[src/rtl/ldpc_enc_pkg.sv]
package ldpc_enc_pkg;
  typedef enum logic [1:0] {
    ST_IDLE   = 2'd0,
    ST_LOAD   = 2'd1,
    ST_PARITY = 2'd2
  } enc_state_e;
endpackage

[src/rtl/ldpc_enc_ctrl.sv]
module ldpc_enc_ctrl
  import ldpc_enc_pkg::*;
#(
  parameter int K_BITS = 16,
  parameter int M_BITS = 16,
  localparam int CW = (K_BITS > 1) ? $clog2(K_BITS) : 1,
  localparam int PW = (M_BITS > 1) ? $clog2(M_BITS) : 1
) (
  input  logic          clk,
  input  logic          rst_n,
  input  logic          start,
  input  logic          in_valid,
  input  logic          out_ready,
  output enc_state_e    state,
  output logic [CW-1:0] col_idx,
  output logic [PW-1:0] par_idx,
  output logic          clear,
  output logic          in_fire,
  output logic          par_fire,
  output logic          par_final,
  output logic          done
);
  localparam logic [CW-1:0] COL_END = CW'(K_BITS - 1);
  localparam logic [PW-1:0] PAR_END = PW'(M_BITS - 1);

  assign clear     = (state == ST_IDLE) && start;
  assign in_fire   = (state == ST_LOAD) && in_valid && out_ready;
  assign par_fire  = (state == ST_PARITY) && out_ready;
  assign par_final = (state == ST_PARITY) && (par_idx == PAR_END);

  always_ff @(posedge clk or negedge rst_n) begin
    if (!rst_n) begin
      state   <= ST_IDLE;
      col_idx <= '0;
      par_idx <= '0;
      done    <= 1'b0;
    end else begin
      done <= par_fire && par_final;
      unique case (state)
        ST_IDLE: begin
          if (start) begin
            state   <= ST_LOAD;
            col_idx <= '0;
            par_idx <= '0;
          end
        end
        ST_LOAD: begin
          if (in_fire) begin
            if (col_idx == COL_END) begin
              state   <= ST_PARITY;
              col_idx <= '0;
            end else begin
              col_idx <= col_idx + 1'b1;
            end
          end
        end
        ST_PARITY: begin
          if (par_fire) begin
            if (par_final) begin
              state   <= ST_IDLE;
              par_idx <= '0;
            end else begin
              par_idx <= par_idx + 1'b1;
            end
          end
        end
        default: state <= ST_IDLE;
      endcase
    end
  end
endmodule

[src/rtl/ldpc_proj_acc.sv]
module ldpc_proj_acc #(
  parameter int K_BITS     = 16,
  parameter int M_BITS     = 16,
  parameter int COL_WEIGHT = 3,
  parameter int STEP_COL   = 3,
  parameter int STEP_ROW   = 5,
  localparam int CW = (K_BITS > 1) ? $clog2(K_BITS) : 1
) (
  input  logic              clk,
  input  logic              rst_n,
  input  logic              clear,
  input  logic              acc_en,
  input  logic              info_bit,
  input  logic [CW-1:0]     col_idx,
  output logic [M_BITS-1:0] proj
);
  logic [M_BITS-1:0] col_rows;

  // Rows hit by the current column: (col*STEP_COL + j*STEP_ROW) mod M.
  for (genvar r = 0; r < M_BITS; r++) begin : g_row
    always_comb begin
      col_rows[r] = 1'b0;
      for (int j = 0; j < COL_WEIGHT; j++) begin
        if (((int'(col_idx) * STEP_COL + j * STEP_ROW) % M_BITS) == r)
          col_rows[r] = 1'b1;
      end
    end
  end

  always_ff @(posedge clk or negedge rst_n) begin
    if (!rst_n)                  proj <= '0;
    else if (clear)              proj <= '0;
    else if (acc_en && info_bit) proj <= proj ^ col_rows;
  end
endmodule

[src/rtl/ldpc_parity_acc.sv]
module ldpc_parity_acc (
  input  logic clk,
  input  logic rst_n,
  input  logic clear,
  input  logic step,
  input  logic proj_bit,
  output logic par_bit
);
  logic prev_q;

  // 1/(1+D): each parity bit is the projection bit XOR the previous parity bit.
  assign par_bit = proj_bit ^ prev_q;

  always_ff @(posedge clk or negedge rst_n) begin
    if (!rst_n)     prev_q <= 1'b0;
    else if (clear) prev_q <= 1'b0;
    else if (step)  prev_q <= par_bit;
  end
endmodule

[src/rtl/ldpc_acc_encoder.sv]
module ldpc_acc_encoder
  import ldpc_enc_pkg::*;
#(
  parameter int K_BITS     = 16,
  parameter int M_BITS     = 16,
  parameter int COL_WEIGHT = 3,
  parameter int STEP_COL   = 3,
  parameter int STEP_ROW   = 5
) (
  input  logic clk,
  input  logic rst_n,
  input  logic start,
  input  logic in_valid,
  output logic in_ready,
  input  logic in_bit,
  output logic out_valid,
  input  logic out_ready,
  output logic out_bit,
  output logic out_last,
  output logic done
);
  localparam int CW = (K_BITS > 1) ? $clog2(K_BITS) : 1;
  localparam int PW = (M_BITS > 1) ? $clog2(M_BITS) : 1;

  enc_state_e        st;
  logic [CW-1:0]     col_idx;
  logic [PW-1:0]     par_idx;
  logic              clear, in_fire, par_fire, par_final;
  logic [M_BITS-1:0] proj;
  logic              par_bit;

  ldpc_enc_ctrl #(.K_BITS(K_BITS), .M_BITS(M_BITS)) u_ctrl (
    .clk(clk), .rst_n(rst_n), .start(start), .in_valid(in_valid),
    .out_ready(out_ready), .state(st), .col_idx(col_idx), .par_idx(par_idx),
    .clear(clear), .in_fire(in_fire), .par_fire(par_fire),
    .par_final(par_final), .done(done)
  );

  ldpc_proj_acc #(
    .K_BITS(K_BITS), .M_BITS(M_BITS), .COL_WEIGHT(COL_WEIGHT),
    .STEP_COL(STEP_COL), .STEP_ROW(STEP_ROW)
  ) u_proj (
    .clk(clk), .rst_n(rst_n), .clear(clear), .acc_en(in_fire),
    .info_bit(in_bit), .col_idx(col_idx), .proj(proj)
  );

  ldpc_parity_acc u_par (
    .clk(clk), .rst_n(rst_n), .clear(clear), .step(par_fire),
    .proj_bit(proj[par_idx]), .par_bit(par_bit)
  );

  assign in_ready  = (st == ST_LOAD) && out_ready;
  assign out_valid = ((st == ST_LOAD) && in_valid) || (st == ST_PARITY);
  assign out_bit   = (st == ST_PARITY) ? par_bit : in_bit;
  assign out_last  = par_final;
endmodule

[config.mk]
export PLATFORM = sky130hd
export DESIGN_NAME = ldpc_acc_encoder
export DESIGN_NICKNAME = d
export VERILOG_FILES = /design/src/rtl/ldpc_enc_pkg.sv /design/src/rtl/ldpc_enc_ctrl.sv /design/src/rtl/ldpc_proj_acc.sv /design/src/rtl/ldpc_parity_acc.sv /design/src/rtl/ldpc_acc_encoder.sv
export SDC_FILE = /design/constraint.sdc
export NUM_CORES = 1
export LEC_CHECK = 0
export BUFFER_PORTS_ARGS = -buffer_cell sky130_fd_sc_hd__buf_2
export CAP_MARGIN = 20
export CORE_ASPECT_RATIO = 1.4
export CORE_MARGIN = 2
export CORE_UTILIZATION = 60
export CTS_CLUSTER_DIAMETER = 100
export DETAILED_ROUTE_END_ITERATION = 7
export GPL_TIMING_DRIVEN = 0
export PLACE_DENSITY = 0.78
export REMOVE_ABC_BUFFERS = 1
export SETUP_SLACK_MARGIN = 0.5
export SYNTH_ARGS = -nofsm -noshare
export SYNTH_HDL_FRONTEND = slang
export SYNTH_SLANG_ARGS = --single-unit
[constraint.sdc]
create_clock -name clk -period 3.5 [get_ports clk]
set_clock_uncertainty 0.1 [all_clocks]
set_input_delay 0.175 -clock clk [delete_from_list [all_inputs] [get_ports clk]]
set_output_delay 0.175 -clock clk [all_outputs]
set_load 0.005 [all_outputs]
==> impl_results.md, run 1 <==
- Buffer depth of the longest clock path: 2
- Max IR drop VDD: 0.8915 mV
- Sw Share: 48.86%
- Mapped Area: 2414 µm²
- Fill count: 313
- Reg2Reg Launch Point: u_ctrl.col_idx[2]
- TritonCTS buffer count: 3
- Crit Reg-Reg Endpoint: u_proj.proj[6]
- Initial antenna violation count: 0
- Comb pwr share: 72.4%
- CTS Sinks: 28
- Top Ports: 11
- Clock share of power: 7.5%
- Die ar.: 4553 µm²
- HP Class: input pin to flop
- Max-Cap Viols: 0
- First-pass GRT wire length: 9252 µm
- DRC violations left: 0
- Routed len/inst: 17.05 µm
- Most common cell in the netlist: nand2_1
- Share of flip-flops with an asynchronous set or reset: 100.0%
- Register bit count reported by yosys: 28
- Leakage power: 1.043 nW
- RD Place Congestion: 0.9493
- Multi-input logic area: 1645 µm²
- CP startpoint: u_ctrl.col_idx[2]
- Vias/cell: 6.691
- Sequential share of power: 20.1%
- Gr usage total: 25.34%
- Pwr/cell area: 1001 nW/µm²
- Final setup violation count: 0
- Tightest Pin Transition: 1.005 ns
- Slew Limit Fails: 0
- Hold Violations, Final: 0
- Ant diodes: 0
- Clk root buf: clkbuf_8
- Synth warn: 0
- F_max: 0.3445 GHz
- Worst skew pair latency: 0.27 ns
- Share of layout cells above drive strength 1: 14.59%
- Post-synth top cells: nand2_1 (32), dfrtp_1 (28), nor2_1 (26), o21ai_0 (19), clkbuf_1 (14)
- Largest net degree at the start of global routing: 29
- Area growth from synthesis to layout: 7.413%
- Register area share after synthesis: 29.03%
- Total power draw: 0.002596 W
- Post-DRT Antenna Nets: 0
- Post-synth EDFFs: 0
- Worst Reg2Reg Path Length in Cells: 6
- CTS tree: done
- Initial core utilization: 62.13%
- Hold Slack: 0.1172 ns
- PortBufs: 10
- Die X: 57.61 µm
- GRT overflow: 0
- Status: finished, final reports clean
- Top FF cell, synth: dfrtp_1
- Min Tclk post-route: 2.903 ns
- Distinct cell type count after synthesis: 52
- Post-DP HPWL: 3863 µm
- Worst Setup EP: u_proj.proj[6]
- Violation count after the first detailed-routing iteration: 139
- Crit start category: flop
- Critical Path End Type: flop
- Crit path kind: flop to flop
- Largest area contributor in the netlist: dfrtp_1
- Via count: 2168
- Clock-pin slew on the worst setup and hold paths: 0.10 ns
- Core area: 3885 µm²
- Slew headroom: 32.73%
- Register area: 703.2 µm²
- CTS H-tree lvls: 1
- Post-Synthesis Cells: 280
- First-pass DRT Iterations: 4
- Top post-synthesis cells by area: dfrtp_1 (29%), ha_1 (5.2%), nand2_1 (5.0%)
- Die Ht: 79.05 µm
- Setup_tns: 0 ns
- RSZ-0062 raised after global routing: yes
- Post-Syn Area per Cell: 8.620 µm²
- Cell Int Power: 0.001327 W
- Nets: 298
- Vias in the first global route: 1939
- FF-to-FF setup slack: 0.60 ns
- Final period util: 82.94%
- DRT Wirelength: 5525 µm
- Arrival @ worst endpoint: 2.91 ns
- P_sw: 0.001268 W
- Post-synth top area share: 29.03%
- Std-Cell Rows: 27
- Maximum fanout along the worst path: 14
- WP data required: 3.51 ns
-- worst min-delay path by stage --
| stage | start | end | slack (ns) | depth (start not counted) |
|---|---|---|---|---|
| after detailed placement | rst_n | u_ctrl.state[1] | 0.12 | 1 |
| after CTS | out_ready | u_ctrl.done | 0.12 | 3 |
| after global placement | rst_n | u_par.prev_q | 0.12 | 1 |
| after global routing | out_ready | u_ctrl.done | 0.14 | 3 |
| final | out_ready | u_ctrl.done | 0.12 | 3 |
| after floorplan | rst_n | u_ctrl.col_idx[0] | -0.22 | 0 |
-- power by group through the flow --
stage | Sequential [W] | Clock, W | Combinational, W
2_1_floorplan | 0.000490 | 0 | 0.00136
3_3_place_gp | 0.000512 | 0 | 0.00166
3_5_place_dp | 0.000515 | 0 | 0.00168
4_1_cts | 0.000518 | 0.000202 | 0.00174
5_1_grt | 0.000535 | 0.000212 | 0.00205
6_report | 0.000522 | 0.000196 | 0.00188
-- state kept, by name, indices dropped and copies added (netlist names) --
signal and count:
u_proj.proj 16, u_ctrl.col_idx 4, u_ctrl.par_idx 4, u_ctrl.state 2, u_ctrl.done 1, u_par.prev_q 1
-- through the flow --
| stage | util, % | setup WS, ns | cells | area (µm²) |
|---|---|---|---|---|
| after floorplan | - | 0.5894 | 261 | 2336 |
| after global placement | 62.80 | 0.06793 | 314 | 2440 |
| after detailed placement | 62.80 | 0.06958 | 314 | 2440 |
| after CTS | 65.48 | 0.5156 | 319 | 2544 |
| after global routing | 66.73 | 0.4754 | 324 | 2592 |
| final | 66.73 | 0.5972 | 324 | 2592 |
-- critical path, cell delays in order (launching register included) --
cell	delay, ns
dfrtp_1	0.45
ha_1	0.65
xor2_1	0.63
mux2_2	0.41
a31oi_1	0.27
xnor2_1	0.16
nor2_1	0.06
-- timing repair --
action,CTS,global route
resized for setup,6,4
endpoints found under the setup margin,16,14
buffers inserted,0,5
hold buffers,1,0
endpoints found under the hold margin,28,0
pin swaps,0,2
-- placed cells by master, fill, tap and decap left out, types with 2 or more instances in the layout --
master    instances
a21boi_0          2
and2_1            6
a32o_1            2
or2_2             2
mux2i_1          11
buf_2            10
inv_1             9
nand3_1           8
a22oi_1           4
buf_4             4
xnor2_1           9
nand2b_1          3
mux4_2            5
dfrtp_1          26
xor2_1            6
a21o_1            2
ha_1              6
nor3_1            9
or3_1             2
nor2b_1           5
o21ai_0          19
ha_2              2
a31oi_1           5
nor2_1           26
xnor3_1           3
o22ai_1           5
ha_4              2
nand4_1           3
a32oi_1           6
mux2_2            3
clkbuf_8          4
a21oi_1          12
nand2_1          32
dfrtp_2           2
-- final cells by class --
cell class / instances / share of cell area [%]
multi-input combinational: 223 / 63.47
inverter: 10 / 1.448
timing repair buffer: 16 / 3.764
clock buffer: 4 / 2.124
tap: 43 / 2.075
sequential: 28 / 27.12
-- layer usage --
metal,GRT usage [%],routed length [µm],up-vias
met2,42.05,2827,74
li1,-,-,1030
met3,1.629,242,8
met4,6.977,84,0
met1,35.63,2371,1056
met5,0,0,-
-- logic make-up (layout without fill, tap and decap cells) --
group / Yosys count / after routing / synth area share [%]
buf+inv: 29 / 30 / 4.769
mux: 19 / 19 / 10.63
flops: 28 / 28 / 29.03
xor+xnor: 20 / 20 / 9.590
compound gates: 75 / 75 / 21.72
simple gates: 99 / 99 / 19.08
fa+ha+maj: 10 / 10 / 5.184
No activity file was read; power rests on OpenSTA's default activity.
==> run 2: changes to the inputs <==
==> constraint.sdc (replaced) <==
create_clock -name clk -period 2.8 [get_ports clk]
set_clock_uncertainty 0.1 [all_clocks]
set_input_delay 0.14 -clock clk [delete_from_list [all_inputs] [get_ports clk]]
set_output_delay 0.14 -clock clk [all_outputs]
set_load 0.005 [all_outputs]
==> run 2 against run 1 <==
Against the previous run:
- critical endpoint is now u_proj.proj[1]
- critical path type unchanged
- flip-flop and latch count unchanged
- the run now ends with DRC left
- sequential power increased by 26%
- combinational power increased by 99%
- routed wire length increased by 43%
- total power increased by 79%
==> impl_results.md, run 2 (synthesis gave the netlist of run 1 again) <==
- RSZ-0062 raised after global routing: yes
- Vias/cell: 7.175 (+7.2%)
- First-pass GRT wire length: 11520 µm (+25%)
- Max IR drop VDD: 1.233 mV (+38%)
- Slew headroom: 57.37% (+25 points)
- Total power draw: 0.004658 W (+79%)
- Share of layout cells above drive strength 1: 36.34% (+22 points)
- Core area: 3885 µm² (unchanged)
- TritonCTS buffer count: 3 (unchanged)
- DRT Wirelength: 7907 µm (+43%)
- RD Place Congestion: 0.9493 (unchanged)
- Initial core utilization: 62.13% (unchanged)
- Top Ports: 11 (unchanged)
- WP data required: 2.89 ns (-0.62 ns)
- Gr usage total: 32.18% (+6.8 points)
- Post-layout util: 82.19% (+15 points)
- Via count: 2619 (+21%)
- Violation count after the first detailed-routing iteration: 300 (+120%)
- CTS tree: done
- Ant diodes: 0 (unchanged)
- Commonest non-fill, non-tap cell in the layout: buf_4
- FF-to-FF setup slack: 0.12 ns (-0.48 ns)
- Violated checks: DRC
- CTS Sinks: 28 (unchanged)
- Max reg flops: 16 (unchanged)
- Pwr/cell area: 1459 nW/µm² (+46%)
- First-pass DRT Iterations: 7 (+3)
- Largest net degree at the start of global routing: 29 (unchanged)
- Crit start category: flop
- Post-DRT Antenna Nets: 0 (unchanged)
- Worst Setup EP: u_proj.proj[1]
- Final setup violation count: 0 (unchanged)
- CTS H-tree lvls: 1 (unchanged)
- Leakage power: 1.299 nW (+25%)
- F_max: 0.3727 GHz (+8.2%)
- CP startpoint: u_ctrl.col_idx[0]
- Biggest regs: u_proj.proj: 16 flops, u_ctrl.col_idx: 4 flops, u_ctrl.par_idx: 4 flops
- Crit path kind: flop to flop
- Status: complete, but fails checks
- Setup_tns: 0 ns (unchanged)
- PortBufs: 10 (unchanged)
- Largest Register: u_proj.proj
- Max-Cap Viols: 0 (unchanged)
- Slew Limit Fails: 0 (unchanged)
- Die Ht: 79.05 µm (unchanged)
- Die X: 57.61 µm (unchanged)
- Buffer depth of the longest clock path: 2 (unchanged)
- Routed len/inst: 21.66 µm (+27%)
- Arrival @ worst endpoint: 2.78 ns (-0.13 ns)
- Worst skew pair latency: 0.27 ns (about the same)
- Most frequent cells in the layout: buf_4 (34), nand2_1 (31), nor2_1 (25)
- Multi-input logic area: 1896 µm² (+15%)
- Crit Reg-Reg Endpoint: u_proj.proj[1]
- Register area: 705.7 µm² (+0.36%)
- Worst Reg2Reg Path Length in Cells: 11 (+5)
- Clock-pin slew on the worst setup and hold paths: 0.10 ns (about the same)
- Fill count: 216 (-31%)
- Initial antenna violation count: 0 (unchanged)
- Clk root buf: clkbuf_8
- Post-DP HPWL: 3863 µm (unchanged)
- Min Tclk post-route: 2.683 ns (-0.2200 ns)
- GRT overflow: 0 (unchanged)
- Die ar.: 4553 µm² (unchanged)
- Maximum fanout along the worst path: 12 (-2)
- Nets: 339 (+14%)
- HP Class: input pin to flop
- Critical Path End Type: flop
- Area growth from synthesis to layout: 32.30%
- Final period util: 95.82% (+13 points)
- Std-Cell Rows: 27 (unchanged)
- Tightest Pin Transition: 0.6394 ns (-0.3659 ns)
- Vias in the first global route: 2433 (+25%)
- Hold Violations, Final: 0 (unchanged)
- Reg2Reg Launch Point: u_ctrl.col_idx[0]
- DRC violations left: 2 (+2)
## run 2: cell count changes in the layout (fill, tap and decap cells not counted), sizes merged
cell / delta
clkbuf: -1
buf: +41
xnor2: +1
## run 2: critical path: stages (launching register included)
cell and delay [ns]:
dfrtp_2 0.50, ha_4 0.25, xnor2_4 0.26, buf_6 0.15
inv_4 0.04, ha_4 0.19, buf_6 0.14, a32oi_1 0.30
mux2_2 0.24, nor2_1 0.06, o21a_1 0.20, nor3_2 0.15
## run 2: worst min path at each step
stage                   start           endpoint  slack, ns  cells past startpoint
floorplan               rst_n  u_ctrl.col_idx[0]      -0.26                      0
global route        out_ready        u_ctrl.done       0.11                      3
global placement        rst_n       u_par.prev_q       0.08                      1
finish              out_ready        u_ctrl.done       0.08                      3
detailed placement      rst_n    u_ctrl.state[1]       0.09                      1
CTS                 out_ready        u_ctrl.done       0.08                      3
## run 2: layout make-up
type,instances,share of cell area (%)
repair buffers,56,13.87
multi-input cells,224,59.37
clock buffers,4,1.724
flip-flops and latches,28,22.10
inverters,10,1.254
well taps,43,1.685
## run 2: per-layer routing
metal,up-vias,wire length (µm),GRT usage [%]
met2,205,3869,54.32
met3,63,639,4.235
met4,0,439,16.28
met5,-,0,0
met1,1232,2958,39.62
li1,1119,-,-
## run 2: timing repair
item,CTS,global route
hold buffers,1,0
endpoints found under the hold margin,28,0
setup buffers,35,10
setup endpoints to repair,17,20
cloned,1,0
pin swaps,27,12
gates resized for setup,47,22
## run 2: through the flow
step | cells | cell area, µm² | setup slack (ns) | hold WS [ns]
after floorplan | 261 | 2336 | -0.1106 | -0.2556
after global placement | 314 | 2440 | -0.6321 | 0.08418
after detailed placement | 314 | 2440 | -0.6304 | 0.08943
after CTS | 355 | 3015 | 0.2554 | 0.08455
after global routing | 365 | 3193 | -0.002505 | 0.1054
final | 365 | 3193 | 0.1171 | 0.08427
## run 2: power breakdown
part	internal [W]	switching [W]	leakage, nW
clock network	0.000126	0.000125	0.0288
logic	0.00175	0.00200	0.902
registers	0.000523	0.000134	0.368
